--- src/rtl/svpwm_seq_pkg.sv ---
package svpwm_seq_pkg;

    localparam int PHASES = 3;

    typedef logic [PHASES-1:0] vec_t;

    typedef enum logic [2:0] {
        SEG_IDLE      = 3'd0,
        SEG_ZERO_LEAD = 3'd1,
        SEG_ACT_A     = 3'd2,
        SEG_ACT_B     = 3'd3,
        SEG_ACT_A_RET = 3'd4,
        SEG_ZERO_TAIL = 3'd5
    } seg_e;

    typedef struct packed {
        logic hi;
        logic lo;
    } leg_t;

endpackage

--- src/rtl/svpwm_threshold_calc.sv ---
module svpwm_threshold_calc #(
    parameter int PERIOD_MAX = 14399,
    parameter int FRAC_W     = 12,
    parameter int TH_W       = 16
) (
    input  logic [FRAC_W-1:0] dwell_zero_i,
    input  logic [FRAC_W-1:0] dwell_first_i,
    input  logic [FRAC_W-1:0] dwell_second_i,
    output logic [TH_W-1:0]   th_o [4]
);
    localparam int PW = FRAC_W + TH_W;
    localparam logic [PW-1:0] SCALE = PW'(PERIOD_MAX);

    logic [PW-1:0] prod_zero;
    logic [PW-1:0] prod_first;
    logic [PW-1:0] prod_second;
    logic [TH_W-1:0] half_zero;
    logic [TH_W-1:0] half_first;
    logic [TH_W-1:0] full_second;

    // scale each fraction to counts; halves drop one extra bit
    assign prod_zero   = PW'(dwell_zero_i)   * SCALE;
    assign prod_first  = PW'(dwell_first_i)  * SCALE;
    assign prod_second = PW'(dwell_second_i) * SCALE;

    assign half_zero   = TH_W'(prod_zero   >> (FRAC_W + 1));
    assign half_first  = TH_W'(prod_first  >> (FRAC_W + 1));
    assign full_second = TH_W'(prod_second >> FRAC_W);

    // cumulative edges: zero/2, +first/2, +second, +first/2
    assign th_o[0] = half_zero;
    assign th_o[1] = th_o[0] + half_first;
    assign th_o[2] = th_o[1] + full_second;
    assign th_o[3] = th_o[2] + half_first;

endmodule

--- src/rtl/svpwm_period_counter.sv ---
module svpwm_period_counter #(
    parameter int PERIOD_MAX = 14399,
    parameter int CNT_W      = 14
) (
    input  logic             clk_i,
    input  logic             rst_ni,
    output logic [CNT_W-1:0] cnt_o,
    output logic             wrap_o
);
    localparam logic [CNT_W-1:0] LAST = CNT_W'(PERIOD_MAX);

    assign wrap_o = (cnt_o == LAST);

    always_ff @(posedge clk_i) begin
        if (!rst_ni) begin
            cnt_o <= '0;
        end else if (wrap_o) begin
            cnt_o <= '0;
        end else begin
            cnt_o <= cnt_o + CNT_W'(1);
        end
    end


    wrap_restart_chk: assert property (@(posedge clk_i) disable iff (!rst_ni)
        wrap_o |=> (cnt_o == '0));


    count_step_chk: assert property (@(posedge clk_i) disable iff (!rst_ni)
        !wrap_o |=> (cnt_o == $past(cnt_o) + CNT_W'(1)));

endmodule

--- src/rtl/svpwm_gate_decoder.sv ---
module svpwm_gate_decoder
    import svpwm_seq_pkg::*;
(
    input  vec_t                   vec_i,
    input  logic                   enable_i,
    output leg_t [PHASES-1:0]      legs_o
);
    // index 2 = U, 1 = V, 0 = W; a set bit selects the high side
    for (genvar g = 0; g < PHASES; g++) begin : g_leg
        assign legs_o[g].hi = enable_i &  vec_i[g];
        assign legs_o[g].lo = enable_i & ~vec_i[g];
    end

endmodule

--- src/rtl/svpwm_sequencer.sv ---
module svpwm_sequencer
    import svpwm_seq_pkg::*;
#(
    parameter int PERIOD_MAX = 14399,
    parameter int FRAC_W     = 12
) (
    input  logic              clk_i,
    input  logic              rst_ni,
    input  logic              load_i,
    input  logic [2:0]        vec_first_i,
    input  logic [2:0]        vec_second_i,
    input  logic [FRAC_W-1:0] dwell_zero_i,
    input  logic [FRAC_W-1:0] dwell_first_i,
    input  logic [FRAC_W-1:0] dwell_second_i,
    output logic              tick_o,
    output logic              u_hi_o,
    output logic              u_lo_o,
    output logic              v_hi_o,
    output logic              v_lo_o,
    output logic              w_hi_o,
    output logic              w_lo_o
);
    localparam int CNT_W = $clog2(PERIOD_MAX + 1);
    localparam int TH_W  = CNT_W + 2;

    typedef logic [TH_W-1:0] th_t;

    typedef struct packed {
        vec_t v1;
        vec_t v2;
        th_t  th1;
        th_t  th2;
        th_t  th3;
        th_t  th4;
    } plan_t;

    localparam th_t   NEVER      = th_t'(PERIOD_MAX + 1);
    localparam plan_t PLAN_RESET = '{v1: '0, v2: '0, th1: NEVER, th2: NEVER, th3: NEVER, th4: NEVER};

    logic [CNT_W-1:0]  cnt;
    logic [CNT_W-1:0]  cnt_nxt;
    logic              wrap;
    th_t               th_calc [4];
    plan_t             shadow_q;
    plan_t             active_q;
    plan_t             plan_nxt;
    seg_e              seg_q;
    seg_e              seg_d;
    vec_t              vec_d;
    leg_t [PHASES-1:0] legs_d;
    leg_t [PHASES-1:0] legs_q;
    logic              tick_q;

    svpwm_threshold_calc #(
        .PERIOD_MAX (PERIOD_MAX),
        .FRAC_W     (FRAC_W),
        .TH_W       (TH_W)
    ) u_thr (
        .dwell_zero_i   (dwell_zero_i),
        .dwell_first_i  (dwell_first_i),
        .dwell_second_i (dwell_second_i),
        .th_o           (th_calc)
    );

    svpwm_period_counter #(
        .PERIOD_MAX (PERIOD_MAX),
        .CNT_W      (CNT_W)
    ) u_cnt (
        .clk_i  (clk_i),
        .rst_ni (rst_ni),
        .cnt_o  (cnt),
        .wrap_o (wrap)
    );

    // shadow plan: captured on every load strobe
    always_ff @(posedge clk_i) begin
        if (!rst_ni) begin
            shadow_q <= PLAN_RESET;
        end else if (load_i) begin
            shadow_q <= '{v1: vec_first_i, v2: vec_second_i,
                          th1: th_calc[0], th2: th_calc[1],
                          th3: th_calc[2], th4: th_calc[3]};
        end
    end

    // active plan: refreshed only at the period boundary
    always_ff @(posedge clk_i) begin
        if (!rst_ni) begin
            active_q <= PLAN_RESET;
        end else if (wrap) begin
            active_q <= shadow_q;
        end
    end

    // view of the coming cycle, so the registered gates line up with the count
    assign cnt_nxt  = wrap ? '0 : cnt + CNT_W'(1);
    assign plan_nxt = wrap ? shadow_q : active_q;

    function automatic seg_e locate(input logic [CNT_W-1:0] c, input plan_t p);
        th_t cx;
        cx = th_t'(c);
        if (cx < p.th1)      return SEG_ZERO_LEAD;
        else if (cx < p.th2) return SEG_ACT_A;
        else if (cx < p.th3) return SEG_ACT_B;
        else if (cx < p.th4) return SEG_ACT_A_RET;
        else                 return SEG_ZERO_TAIL;
    endfunction

    // next segment: every state advances to wherever the coming count falls,
    // which skips any interval of zero length and restarts at the wrap
    always_comb begin
        seg_d = seg_q;
        unique case (seg_q)
            SEG_IDLE:      seg_d = locate(cnt_nxt, plan_nxt);
            SEG_ZERO_LEAD: seg_d = locate(cnt_nxt, plan_nxt);
            SEG_ACT_A:     seg_d = locate(cnt_nxt, plan_nxt);
            SEG_ACT_B:     seg_d = locate(cnt_nxt, plan_nxt);
            SEG_ACT_A_RET: seg_d = locate(cnt_nxt, plan_nxt);
            SEG_ZERO_TAIL: seg_d = locate(cnt_nxt, plan_nxt);
            default:       seg_d = SEG_IDLE;
        endcase
    end

    // state register
    always_ff @(posedge clk_i) begin
        if (!rst_ni) begin
            seg_q <= SEG_IDLE;
        end else begin
            seg_q <= seg_d;
        end
    end

    // vector applied in each segment
    always_comb begin
        vec_d = '0;
        unique case (seg_d)
            SEG_IDLE:      vec_d = '0;
            SEG_ZERO_LEAD: vec_d = '0;
            SEG_ACT_A:     vec_d = plan_nxt.v1;
            SEG_ACT_B:     vec_d = plan_nxt.v2;
            SEG_ACT_A_RET: vec_d = plan_nxt.v1;
            SEG_ZERO_TAIL: vec_d = '0;
            default:       vec_d = '0;
        endcase
    end

    svpwm_gate_decoder u_dec (
        .vec_i    (vec_d),
        .enable_i (seg_d != SEG_IDLE),
        .legs_o   (legs_d)
    );

    // output register: gates and tick
    always_ff @(posedge clk_i) begin
        if (!rst_ni) begin
            legs_q <= '0;
            tick_q <= 1'b0;
        end else begin
            legs_q <= legs_d;
            tick_q <= wrap;
        end
    end

    assign tick_o = tick_q;
    assign u_hi_o = legs_q[2].hi;
    assign u_lo_o = legs_q[2].lo;
    assign v_hi_o = legs_q[1].hi;
    assign v_lo_o = legs_q[1].lo;
    assign w_hi_o = legs_q[0].hi;
    assign w_lo_o = legs_q[0].lo;


    tick_zero_chk: assert property (@(posedge clk_i) disable iff (!rst_ni)
        tick_o |-> (cnt == '0));


    plan_hold_chk: assert property (@(posedge clk_i) disable iff (!rst_ni)
        !wrap |=> $stable(active_q));


    leg_excl_chk: assert property (@(posedge clk_i) disable iff (!rst_ni)
        !(u_hi_o && u_lo_o) && !(v_hi_o && v_lo_o) && !(w_hi_o && w_lo_o));


    zero_seg_chk: assert property (@(posedge clk_i) disable iff (!rst_ni)
        (seg_q == SEG_ZERO_LEAD || seg_q == SEG_ZERO_TAIL)
            |-> (u_lo_o && v_lo_o && w_lo_o && !u_hi_o && !v_hi_o && !w_hi_o));


    idle_exit_chk: assert property (@(posedge clk_i) disable iff (!rst_ni)
        (seg_q == SEG_IDLE) |=> (seg_q != SEG_IDLE));

endmodule

--- config.mk ---
export PLATFORM = sky130hd
export DESIGN_NAME = svpwm_sequencer
export DESIGN_NICKNAME = d
export VERILOG_FILES = /design/src/rtl/svpwm_seq_pkg.sv /design/src/rtl/svpwm_threshold_calc.sv /design/src/rtl/svpwm_period_counter.sv /design/src/rtl/svpwm_gate_decoder.sv /design/src/rtl/svpwm_sequencer.sv
export SDC_FILE = /design/constraint.sdc
export NUM_CORES = 1
export LEC_CHECK = 0
export BUFFER_PORTS_ARGS = -buffer_cell sky130_fd_sc_hd__buf_2
export CORE_MARGIN = 3
export CORE_UTILIZATION = 65
export DETAILED_ROUTE_END_ITERATION = 8
export HOLD_SLACK_MARGIN = 0.15
export PLACE_DENSITY = 0.83
export SYNTH_ARGS = -nofsm -noshare
export SYNTH_HDL_FRONTEND = slang
export SYNTH_HIERARCHICAL = 1
export SYNTH_SLANG_ARGS = --single-unit
--- constraint.sdc ---
create_clock -name clk_i -period 14.11 [get_ports clk_i]
set_input_delay 2.1165 -clock clk_i [delete_from_list [all_inputs] [get_ports clk_i]]
set_output_delay 2.1165 -clock clk_i [all_outputs]
set_load 0.02 [all_outputs]
# Yosys cells after proc, flatten, opt, wreduce, memory -nomap -nowiden
# Index checks and enable logic that the tools add are counted.
[op_classes]
n_eq_ne = 9
muxes = 8
bitwise = 9
n_lt_le_gt_ge = 4
n_reduce_logical = 4
n_mul = 3
add_sub_neg = 4
[op_table]
columns = ["cell", "count"]
rows = [
  ["12-bit by 14-bit multiplier with 26-bit output, second input constant", 3],
  ["70-bit 2-to-1 mux", 1],
  ["14-bit by 16-bit less-than comparator with 1-bit output", 4],
  ["16-bit by 13-bit adder with 16-bit output", 1],
  ["16-bit by 14-bit adder with 16-bit output", 1],
  ["13-bit by 13-bit adder with 14-bit output", 1],
  ["14-bit by 1-bit adder with 14-bit output, second input constant", 1],
  ["14-bit equality test, second input constant", 1],
  ["14-bit 2-to-1 mux", 1],
  ["3-bit by 2-bit equality test with 1-bit output, second input constant", 4],
  ["3-bit 2-to-1 mux", 4],
  ["3-bit equality test, second input constant", 3],
  ["1-bit bitwise AND", 6],
  ["3-bit one-hot mux with 2 select lines", 1],
  ["6-bit OR reduction", 1],
  ["3-bit by 1-bit equality test with 1-bit output, second input constant", 1],
  ["3-bit zero test", 1],
  ["1-bit inverter", 3],
  ["3-bit nonzero test", 1],
  ["2-bit OR reduction", 1],
  ["1-bit 2-to-1 mux", 1],
]
[totals]
ff_bits = 162
inputBits = 45

# Logic depth before layout (Yosys ltp)
[logic_depth]
ltp_word = 13
mapped_depth = 41
mapped_depth_nobuf = 41

# Modules after synthesis
# Netlist, hierarchy kept.
[modules_own_cells]
columns = ["module", "area_per_inst_um2", "instances", "cells_each", "seq_area_each_um2"]
rows = [
  ["svpwm_threshold_calc", 9691.8, 1, 1063, 0.0],
  ["svpwm_sequencer", 6984.2, 1, 672, 2982.9],
  ["svpwm_period_counter", 613.1, 1, 67, 280.3],
  ["svpwm_gate_decoder", 41.3, 1, 6, 0.0],
]

# Least setup slack after synthesis
# OpenSTA, ideal clock, no wires.
[synth_timing]
path_type = "input-to-reg"
startpoint = "in dwell_first_i[9]"
endpoint = "reg shadow_q[14] in the netlist's numbering"
t_arrival_ns = 10.296
n_path_buf = 0
t_required_ns = 13.993
setup_slack_ns = 3.698
stages = 36
cell_sequence = "fa_1 fa_1 inv_1 fa_1 fa_1 inv_1 fa_1 ha_1 and3_1 a221o_1 a21oi_1 o21ai_0 and3_2 a221oi_1 a21boi_0 ha_1 a21oi_1 nor2b_1 o21a_1 nor2_1 xnor2_1 ha_1 a211o_1 o21ai_0 o21ai_0 a21o_1 a211oi_1 nor2_1 ha_1 nor2b_1 o21ai_0 o21ai_0 o22a_1 xnor2_1 mux2i_1 nor2b_1"
[synth_lines]
columns = ["item", "line", "text"]
rows = [
  ["start, declared", "svpwm_sequencer.sv:13", "input logic [FRAC_W-1:0] dwell_first_i,"],
  ["end signal, assigned", "svpwm_sequencer.sv:80", "shadow_q <= '{v1: vec_first_i, v2: vec_second_i,"],
  ["end, declared", "svpwm_sequencer.sv:44", "plan_t shadow_q;"],
]

==> results by group <==
STA
  – Max-slew violations: 0
  – Relative slew slack: 27.1%
  – Final setup viols: 0
  – Final TNS setup: 0 ns
  – RSZ-0062 raised after global routing: no
  – WHS: 0.484 ns
  – Least-Margin Pin Slew: 1.09 ns
  – Layout Skew: 0.00809 ns
  – Final hold violation count: 0
  – Fmax: 90.2 MHz
  – Tmin final: 11.09 ns
  – Fin crit share: 78.6%

Global routing
  – Largest net degree at the start of global routing: 127
  – Initial antenna violation count: 0
  – First-pass GRT wire length: 61700 µm
  – Grt ovf: 0
  – Total GRT Usage: 26.2%
  – Vias in the first global route: 13200

Synthesis
  – Synth Register Bits: 163
  – Synthesized area: 17300 µm²
  – Simple-gate area share of the yosys netlist: 12.2%
  – Async set-reset flop share out of synthesis: 0%
  – Netlist cell types: 74
  – Compound-gate portion of the synthesized area: 9.52%
  – Ys flop type: dfxtp_1
  – Post-Synth XOR/XNOR Area: 4.90%
  – Cells after Synth: 1808
  – Area share of fa/ha/maj cells after synthesis: 39.3%
  – Seq/Total Area, Yosys: 18.8%
  – Largest family of logic cells by synthesized area: adder cells
  – Total number of yosys warnings: 6
  – Syn_area_per_cell: 9.59 µm²
  – Post-synth EDFFs: 0
  – Multiplexer area fraction after synthesis: 8.19%

Place
  – Placed wire-length estimate: 30100 µm
  – Port bufs: 51
  – Placer Congestion: 0.955

CTS
  – Root Driver: clkbuf_16
  – # H-tree levels: 4
  – Clock slew at reported path FFs: 0.06 ns
  – Num CTS Buffers: 17
  – CTS Hold Buffers Added: 0
  – Worst-Skew Late Latency: 0.43 ns
  – CTS tree: done
  – CTS resizes: 0
  – Post-CTS setup buffers: 0
  – Clk sinks: 163
  – CTS max path bufs: 2

Cells and area
  – Most frequent cells in the layout: ha_1 (328), inv_1 (271), dfxtp_1 (163)
  – Area grow syn2layout: 6.69%
  – Util after Layout: 70.8%
  – Nets: 2350
  – Layout cells sized above 1: 6.25%
  – Ant diodes: 0
  – Most common cell after layout, fill and taps aside: ha_1
  – Fillers: 1883

Floorplanning
  – Die Wd: 169 µm
  – Die area: 28700 µm²
  – Ports: 52
  – # rows: 59
  – Initial Util: 66.3%
  – Core area: 26100 µm²
  – Die Ht: 169 µm

Drt
  – Via density: 5.72
  – Routed wire length: 36700 µm
  – First DRT Iteration DRCs: 619
  – First-pass detailed-route iteration total: 5
  – Post-route DRC: 0
  – Post-route ant nets: 0
  – Total number of vias: 12500
  – Wire length per cell: 16.8 µm

Worst setup path
  – Buf+Inv Stages, Crit Path: 3
  – Critical Path Slowest Stage Cell: fa_1
  – CP Capture Type: flip-flop
  – Arr. time, crit path: 11.41 ns
  – Max incr delay on CP: 0.62 ns
  – Worst Setup Start Kind: input port
  – Worst-path fanout max: 6
  – CP delay by family, top: adder cells
  – Worst Setup Path Type: input port to flip-flop
  – Worst EP required: 14.43 ns

Flow run
  – Max-Cap Viols: 0

Status
  – Outcome: finished, final reports clean

Min path
  – Worst Hold Class: flip-flop to flip-flop
==> cell usage after synthesis, drive strengths merged (38+ instances only) <==
cell type  number  area, µm²
nor2           71        269
ha            328       4100
nor2b         110        688
fa            135       2700
xnor2          54        473
mux2i         135       1350
xor2           43        377
o21ai          38        194
nand2          69        267
dfxtp         163       3260
inv           271       1020
a21o           38        285
a21oi          64        332
==> layer usage <==
layer / global-route usage, % / vias to the layer above / part of all wire (%)
met5: 0 / - / 0
met4: 10.7 / 0 / 3.8
met3: 3.91 / 93 / 4.2
met2: 45.1 / 285 / 48
met1: 33.2 / 6005 / 44
li1: - / 6151 / -
==> metrics by stage <==
stage | cell area [µm²] | std cells | worst slack (ns)
final | 18500 | 2190 | 3.02
after global routing | 18500 | 2190 | 2.38
after CTS | 18500 | 2190 | 3.15
after detailed placement | 17800 | 2158 | 2.72
after global placement | 17800 | 2158 | 3.04
after floorplan | 17300 | 1813 | 3.70
==> final cells by class <==
cell class / count / area, µm² / share of cell area, %
multi-input combinational: 1335 / 12900 / 69.6
clock inverter: 15 / 221 / 1.20
timing repair buffer: 54 / 283 / 1.53
sequential: 163 / 3260 / 17.6
tap: 335 / 419 / 2.27
clock buffer: 17 / 425 / 2.30
inverter: 271 / 1020 / 5.50
==> path summary, 6_finish.rpt <==
kind	start	to	slack, ns	cells past startpoint
max	dwell_first_i[9]	shadow_q[14]$_SDFFE_PN0P_	3.02	37
max reg2reg	u_cnt/cnt_o[2]$_SDFF_PP0_	w_lo_o$_SDFF_PN0_	8.65	14
min	active_q[22]$_SDFF_PN1_	active_q[22]$_SDFF_PN1_	0.48	2
min reg2reg	active_q[22]$_SDFF_PN1_	active_q[22]$_SDFF_PN1_	0.48	2
==> sequential cells by signal, summed over array words and instances, names as in the netlist <==
| register | flops |
|---|---|
| active_q | 70 |
| shadow_q | 70 |
| u_cnt/cnt_o | 14 |
| seg_q | 2 |
| tick_o | 1 |
| u_hi_o | 1 |
| u_lo_o | 1 |
| v_hi_o | 1 |
| v_lo_o | 1 |
| w_hi_o | 1 |
| w_lo_o | 1 |
==> cells by family after synthesis <==
kind of cell | after synthesis
mux | 141
buf+inv | 315
simple gates | 390
fa+ha+maj | 463
flops | 163
other cells | 1
compound gates | 238
xor+xnor | 97
==> tightest hold or removal path, delay by kind of cell, from the launching register on <==
family / cells / cell delay [ns]
simple gates: 1 / 0.07
flops: 1 / 0.30
mux: 1 / 0.08
Power is left out: the tool's default activity adds up to more than one toggle a clock period on the data nets, which glitch-free logic cannot reach.
